## src/rtl/lru_order_pkg.sv

```systemverilog
package lru_order_pkg;
    typedef enum logic [1:0] {
        UPD_HOLD    = 2'd0,
        UPD_PROMOTE = 2'd1,
        UPD_FILL    = 2'd2
    } upd_kind_e;
endpackage

```

## src/rtl/lru_victim_pick.sv

```systemverilog
module lru_victim_pick #(
    parameter int WAYS = 4,
    parameter int RW   = $clog2(WAYS)
) (
    input  logic [WAYS*RW-1:0] ranks,
    output logic [RW-1:0]      victim
);
    localparam logic [RW-1:0] OLDEST = RW'(WAYS - 1);

    logic [WAYS-1:0] is_oldest;

    for (genvar w = 0; w < WAYS; w++) begin : g_cmp
        assign is_oldest[w] = (ranks[w*RW +: RW] == OLDEST);
    end

    always_comb begin
        victim = '0;
        for (int w = 0; w < WAYS; w++) begin
            if (is_oldest[w]) victim = RW'(w);
        end
    end
endmodule

```

## src/rtl/lru_rank_next.sv

```systemverilog
module lru_rank_next
    import lru_order_pkg::*;
#(
    parameter int WAYS = 4,
    parameter int RW   = $clog2(WAYS)
) (
    input  logic [WAYS*RW-1:0] cur,
    input  logic               valid,
    input  logic               hit,
    input  logic [RW-1:0]      hit_way,
    input  logic [RW-1:0]      victim,
    output upd_kind_e          kind,
    output logic [WAYS*RW-1:0] nxt
);
    logic [RW-1:0] target;
    logic [RW-1:0] k_rank;

    assign target = hit ? hit_way : victim;
    assign k_rank = cur[target*RW +: RW];

    always_comb begin
        if (!valid)                      kind = UPD_HOLD;
        else if (!hit)                   kind = UPD_FILL;
        else if (k_rank == '0)           kind = UPD_HOLD;
        else                             kind = UPD_PROMOTE;
    end

    always_comb begin
        nxt = cur;
        unique case (kind)
            UPD_HOLD: nxt = cur;
            UPD_PROMOTE, UPD_FILL: begin
                for (int w = 0; w < WAYS; w++) begin
                    if (RW'(w) == target)
                        nxt[w*RW +: RW] = '0;
                    else if (cur[w*RW +: RW] < k_rank)
                        nxt[w*RW +: RW] = cur[w*RW +: RW] + RW'(1);
                end
            end
            default: nxt = cur;
        endcase
    end
endmodule

```

## src/rtl/lru_rank_store.sv

```systemverilog
module lru_rank_store #(
    parameter int WAYS  = 4,
    parameter int RW    = $clog2(WAYS),
    parameter int SETS  = 16,
    parameter int SET_W = $clog2(SETS)
) (
    input  logic               clk,
    input  logic               rst_n,
    input  logic               wr_en,
    input  logic [SET_W-1:0]   sel,
    input  logic [WAYS*RW-1:0] wr_ranks,
    output logic [WAYS*RW-1:0] rd_ranks
);
    logic [WAYS*RW-1:0] init_ranks;
    logic [WAYS*RW-1:0] mem [SETS];

    for (genvar w = 0; w < WAYS; w++) begin : g_init
        assign init_ranks[w*RW +: RW] = RW'(WAYS - 1 - w);
    end

    always_ff @(posedge clk or negedge rst_n) begin
        if (!rst_n) begin
            for (int s = 0; s < SETS; s++) mem[s] <= init_ranks;
        end else if (wr_en) begin
            mem[sel] <= wr_ranks;
        end
    end

    assign rd_ranks = mem[sel];
endmodule

```

## src/rtl/lru_order_unit.sv

```systemverilog
module lru_order_unit
    import lru_order_pkg::*;
#(
    parameter int SETS  = 16,
    parameter int WAYS  = 4,
    parameter int RW    = $clog2(WAYS),
    parameter int SET_W = $clog2(SETS)
) (
    input  logic               clk,
    input  logic               rst_n,
    input  logic               acc_valid,
    input  logic [SET_W-1:0]   acc_set,
    input  logic               acc_hit,
    input  logic [RW-1:0]      acc_way,
    output logic [RW-1:0]      victim_way,
    output logic [WAYS*RW-1:0] rank_view
);
    logic [WAYS*RW-1:0] cur_ranks;
    logic [WAYS*RW-1:0] nxt_ranks;
    upd_kind_e          upd_kind;

    lru_rank_store #(.WAYS(WAYS), .RW(RW), .SETS(SETS), .SET_W(SET_W)) u_store (
        .clk      (clk),
        .rst_n    (rst_n),
        .wr_en    (upd_kind != UPD_HOLD),
        .sel      (acc_set),
        .wr_ranks (nxt_ranks),
        .rd_ranks (cur_ranks)
    );

    lru_victim_pick #(.WAYS(WAYS), .RW(RW)) u_pick (
        .ranks  (cur_ranks),
        .victim (victim_way)
    );

    lru_rank_next #(.WAYS(WAYS), .RW(RW)) u_next (
        .cur     (cur_ranks),
        .valid   (acc_valid),
        .hit     (acc_hit),
        .hit_way (acc_way),
        .victim  (victim_way),
        .kind    (upd_kind),
        .nxt     (nxt_ranks)
    );

    assign rank_view = cur_ranks;
endmodule

```

## config.mk

```make
export PLATFORM = sky130hd
export DESIGN_NAME = lru_order_unit
export DESIGN_NICKNAME = d
export VERILOG_FILES = /design/src/rtl/lru_order_pkg.sv /design/src/rtl/lru_victim_pick.sv /design/src/rtl/lru_rank_next.sv /design/src/rtl/lru_rank_store.sv /design/src/rtl/lru_order_unit.sv
export SDC_FILE = /design/constraint.sdc
export NUM_CORES = 1
export LEC_CHECK = 0
export BUFFER_PORTS_ARGS = -buffer_cell sky130_fd_sc_hd__clkbuf_2
export CORE_ASPECT_RATIO = 0.6
export CORE_MARGIN = 5
export CORE_UTILIZATION = 35
export DETAILED_ROUTE_END_ITERATION = 6
export SLEW_MARGIN = 20
export SYNTH_ARGS = -nofsm -noshare
export SYNTH_HDL_FRONTEND = slang
export SYNTH_HIERARCHICAL = 1
export SYNTH_SLANG_ARGS = --single-unit
```

## constraint.sdc

```tcl
create_clock -name clk -period 5.7 [get_ports clk]
set_input_delay 0.855 -clock clk [delete_from_list [all_inputs] [get_ports clk]]
set_output_delay 0.855 -clock clk [all_outputs]
set_load 0.1 [all_outputs]
```

==> results of run 1 <==
layout by cell type (no fill, tap or decap), types with 2 or more instances in the layout:
cell type / instances
mux2i_1: 5
mux2_2: 129
a22oi_1: 16
a31oi_1: 4
clkbuf_2: 17
bufinv_16: 2
a22o_1: 3
dfstp_2: 64
a21oi_1: 7
nand4_1: 6
o211ai_1: 3
clkinv_2: 2
nor2_2: 2
nand3_2: 4
mux4_2: 34
clkbuf_8: 2
nand3_1: 5
and2_1: 2
a21oi_2: 4
nor2b_1: 7
clkbuf_16: 17
nor3_4: 2
buf_4: 21
nand2_1: 25
clkinvlp_4: 2
clkbuf_1: 7
nor4_4: 2
nor2_1: 7
nand4_2: 2
nor2_4: 2
dfrtp_1: 64
final timing paths:
| path | startpoint | end | slack (ps) |
|---|---|---|---|
| worst max-delay path | acc_set[0] | u_store/mem[74] | 1000 |
| worst max register to register | u_store/mem[66] | u_store/mem[74] | 1620 |
| min in group clk | u_store/mem[109] | u_store/mem[109] | 500 |
| worst min-delay path | rst_n | u_store/mem[118] | 310 |
| worst min register to register | u_store/mem[109] | u_store/mem[109] | 500 |
| max in group asynchronous | rst_n | u_store/mem[5] | 4330 |
cell families after synthesis:
logic type	synth area share, %
muxes	34.6
and+or+nand+nor	8.02
AOI/OAI and AO/OA	4.63
DFF	49.7
buffers and inverters	3.01
cell type report:
cell class | count | area share [%]
multi-input cells | 288 | 41.4
clock buffers | 26 | 6.35
repair buffers | 40 | 3.55
flip-flops and latches | 128 | 43.5
well taps | 240 | 3.98
clock inverters | 6 | 1.13
report_power, final:
part / total, uW / switching (uW) / internal (uW)
Clock: 1040 / 378 / 665
Sequential: 995 / 22.9 / 972
Combinational: 250 / 155 / 94.6
Total: 2290 / 556 / 1730
metal layers:
metal / global-route usage (%) / share of wire, %
met5: 0 / 0
met1: 25.4 / 50
met4: 4.43 / 1.0
met2: 21.0 / 41
met3: 3.79 / 7.8
through the flow:
stage / std cells / total power, uW
final: 728 / 2290
after global placement: 696 / 1250
after CTS: 728 / 2310
after global routing: 728 / 2380
after detailed placement: 696 / 1260
after floorplan: 448 / 1180
critical path: stages:
cell     delay (ps)
buf_2           320
buf_12          230
mux4_2          550
a22oi_1         230
nand2_1         250
a32o_2          360
mux2_4          360
nand2_1          90
nand4_1          90
nand2_1         180
and2_1          150
or2_1           140
and2b_1         220
and4b_1         540
mux2_2          400
==> metrics, run 1 <==
CTS Hold Buffers Added 0; latest clock arrival within the worst-skew pair 410 ps; area enclosed by the die boundary 21800 um^2; share of the synthesized area in the top cell type 25.5%; Fin Hold WS 310 ps; top post-synthesis cells by area dfstp_2, dfrtp_1, mux2_2; Leak approximately 0.0033 uW; P per Cell Area 303 nW/um^2; largest registers ranked by flip-flop count u_store/mem: 128 flops; routed wire length approximately 16000 um; maximum VDD drop approximately 0.00022 V; total number of vias 4048; antenna diode instance count 0; final setup margin 996 ps; CP endpoint kind register; Post-synth top cells mux2_2, dfrtp_1, dfstp_2, mux4_2, nand2_1; post-route clock period utilization 82.5%; final count of negative-setup-slack endpoints 0; Post-DRT Antenna Nets 0; IO Count 20; all-layer global routing usage 15.9%; buffer type at the clock tree root clkbuf_16; max-capacitance violation count 0; actual slew at the worst max-slew pin 806 ps; max reg flops between 100 and 150; pin count of the biggest net entering global routing 64; cell with the most instances after synthesis mux2_2; Chip Width 187 um; total clock sinks 128; weighted congestion at the end of routability-driven global placement slightly above 0.8; fillcell total 1647; yosys warns 6; average detailed-routed wire length per instance 22.1 um; share of synthesized area occupied by flip-flops and latches 49.7%; share of async-settable or async-resettable flops after synthesis 100%; Achievable Freq 0.213 GHz; unique cell type count in the Yosys netlist 45; skew final 9.81 ps; Critical Path AT 5000 ps; Final HPWL DP 11000 um; area taken by multi-input logic gates between 3000 and 4000 um^2; Synth Area per Inst 14.7 um^2; wire length of the first global-routing pass 25900 um; standard-cell row count 38; nets in the synthesized netlist 458; Starting DRT DRC Count 367; element type at the critical path start primary input; post-CTS setup buffer count 0; normalized max-slew margin around 46%; Post-synth top flop dfstp_2; count of cells resized by post-cts repair 0; initial standard-cell utilization of the core 36.1%; drt via density 5.56; post-route DRC violation count 0; Hold Crit Class primary input to async pin; number of buffers inserted during clock tree synthesis 17; setup repair after global routing missed its margin no; Worst Reg2Reg Path Length in Cells 13; clock tree from TritonCTS yes; Cells after Synth 448; clock slew at the register clock pins of the worst setup and hold paths 60 ps; critical setup path kind primary input to register; Post-synth EDFFs 0; Tmin final 4700 ps; vias in the first global route about 4.2k; fraction of final layout cells with drive strength greater than 1 approximately two thirds; Synth-to-Final Area Change 14.3%; core area 18300 um^2; largest buffer count on any clock path 2; worst setup slack before clock tree synthesis 541 ps; Initial DRT Pass Iterations 4; register with the most flip-flops u_store/mem; status finished clean; total grt overflow 0; final core utilization 41.2%; number of H-tree levels 4; Synth area leader dfstp_2; number of flip-flops and latches in the synthesized netlist 128; mapped cell area 6600 um^2; initial antenna violation count 0; data required time at the worst endpoint roughly 6000 ps; Final Hold Violating Endpoints 0; die outline height 116 um; Sequential Area 3280 um^2; fin nets 485; IO buf count 19; critical-path maximum fanout 15; aggregate negative setup slack 0 ps; final number of max-transition violations 0; final instance area between 7000 and 8000 um^2; area of placed instances 6980 um^2
Power figures use the tool's default switching activity.
==> inputs of run 2 (changes only) <==
ABC_AREA = 1   (was not set)
clock period = 4.1 ns   (was 5.7 ns; I/O delays follow)
==> run 2 against run 1 <==
- non-clock buffer count decreased by 1
- final cell count increased by 65%
- core utilization increased by 0.66 points
- power increased by 120%
- via count increased by 41%
- count of clock-buffer cells in the layout decreased by 8
- synthesized cell count increased by 110%
- first-iteration DRC count increased by 38%
- register-to-register slack got worse by 980 ps
==> metrics, run 2 <==
largest registers ranked by flip-flop count u_store/mem: 128 flops; critical setup path kind primary input to register; drt via density between 4 and 5; Tmin final 3650 ps; maximum VDD drop around 0.00035 V; Final HPWL DP between 10000 and 15000 um; setup repair after global routing missed its margin no; Chip Width around 190 um; P per Cell Area 644 nW/um^2; Final Hold Violating Endpoints 0; top post-synthesis cells by area nand2_1, dfstp_2, dfrtp_1; average detailed-routed wire length per instance around 15 um; mapped cell area 6700 um^2; area taken by multi-input logic gates 3030 um^2; nets in the synthesized netlist approximately 950; Critical Path AT 3960 ps; final number of max-transition violations 0; max reg flops between 100 and 150; Hold Crit Class primary input to async pin; Post-synth EDFFs 0; number of buffers inserted during clock tree synthesis 17; final count of negative-setup-slack endpoints 0; fraction of final layout cells with drive strength greater than 1 between 10% and 20%; routed wire length 18500 um; number of H-tree levels 4; Max stage delay cell, worst path inv_1; element type at the critical path start primary input; max-capacitance violation count 0; share of async-settable or async-resettable flops after synthesis 100%; area enclosed by the die boundary ~22000 um^2; initial antenna violation count 0; total number of vias around 5.7k; fillcell total 1947; skew final just over 8 ps; latest clock arrival within the worst-skew pair 420 ps; post-route DRC violation count 0; Starting DRT DRC Count 508; post-CTS setup buffer count 0; IO Count 20; CTS Hold Buffers Added 0; initial standard-cell utilization of the core 35.4%; standard-cell row count 39; maximum cell stage delay along the critical path 610 ps; share of synthesized area occupied by flip-flops and latches 49.0%; normalized max-slew margin roughly a third; die outline height between 100 and 150 um; total chip power 5100 uW; wire length of the first global-routing pass 30600 um; Synth-to-Final Area Change 18.3%; all-layer global routing usage about 18%; post-route clock period utilization approximately nine tenths; buffer type at the clock tree root clkbuf_16; most used cell along the critical path nand2_1; clock tree from TritonCTS yes; largest buffer count on any clock path 2; final core utilization 41.9%; Leak 0.00383 uW; vias in the first global route approximately 5.3k; Achievable Freq between 0.2 and 0.3 GHz; total clock sinks 128; Post-DRT Antenna Nets 0; antenna diode instance count 0; unique cell type count in the Yosys netlist 27; clock slew at the register clock pins of the worst setup and hold paths about 60 ps; number of flip-flops and latches in the synthesized netlist 128; Sequential Area 3280 um^2; data required time at the worst endpoint 4410 ps; core area 18900 um^2; pin count of the biggest net entering global routing 74; aggregate negative setup slack 0 ps; cell with the most instances after synthesis nand2_1; count of cells resized by post-cts repair 0; Buffers & Inverters on Critical Path 6; Synth Area per Inst between 7 and 8 um^2; Cells after Synth 935; Worst path top cell family by delay simple AND/OR/NAND/NOR gates; yosys warns 6; Post-synth top flop dfstp_2; fin nets 955; status finished clean; Initial DRT Pass Iterations 5; Synth area leader nand2_1; actual slew at the worst max-slew pin 990 ps; Post-synth top cells nand2_1, nor2_1, dfrtp_1, dfstp_2; commonest non-fill, non-tap cell in the layout nand2_1; register with the most flip-flops u_store/mem; weighted congestion at the end of routability-driven global placement 0.882; critical-path maximum fanout 25; total grt overflow 0; CP endpoint kind register; most frequent cells in the layout nand2_1, nor2_1, dfstp_2, dfrtp_1; IO buf count 19; share of the synthesized area in the top cell type 25.7%
## run 2: changes by cell type after synthesis, sizes merged, moves of 11 or more
cell   before  now
mux2      130    0
nand2      26  473
nor2       11   81
mux4       34    0
buf        21   32
o21ai       1   83
a22oi      16    0
inv         0   50
a21oi      11   49
## run 2: logic make-up after synthesis
| logic type | synth area share (%) |
|---|---|
| buffers and inverters | 6.30 |
| AO/OA/AOI/OAI | 10.5 |
| flip-flops | 49.0 |
| AND/OR/NAND/NOR | 34.2 |
## run 2: worst paths after layout
check                           startpoint  cells after the start          endpoint  slack [ps]
max                             acc_set[0]                     27   u_store/mem[59]         450
min                                  rst_n                      1  u_store/mem[119]         350
max reg2reg                u_store/mem[75]                     24   u_store/mem[59]         640
min reg2reg                u_store/mem[33]                      2   u_store/mem[33]         470
max in group asynchronous            rst_n                      2   u_store/mem[33]        2890
min in group clk           u_store/mem[33]                      2   u_store/mem[33]         470
## run 2: cell type report
cell class | count | area share, %
Sequential cell | 128 | 41.4
Multi-Input combinational cell | 707 | 38.3
Timing Repair Buffer | 39 | 5.49
Clock buffer | 18 | 5.42
Tap cell | 246 | 3.88
Inverter | 52 | 2.49
Clock inverter | 14 | 3.02
## run 2: per-stage QoR
stage,instances,area (um^2),setup WS [ps],hold WS (ps)
global placement,1172,7260,145,462
global route,1204,7930,130,408
CTS,1204,7930,504,383
finish,1204,7930,445,347
detailed placement,1172,7260,77.4,464
floorplan,935,6740,37.4,319
## run 2: power by group
group          internal (uW)  total (uW)  switching [uW]
registers               1750        1960             204
clock network           1140        1720             582
logic                    473        1430             952
## run 2: layer usage
layer	GRT usage [%]	vias up	share of wire, %
met1	28.5	2644	55
met3	4.71	12	5.7
met5	0	-	0
met4	3.49	0	0.68
met2	23.6	135	39
li1	-	2912	-
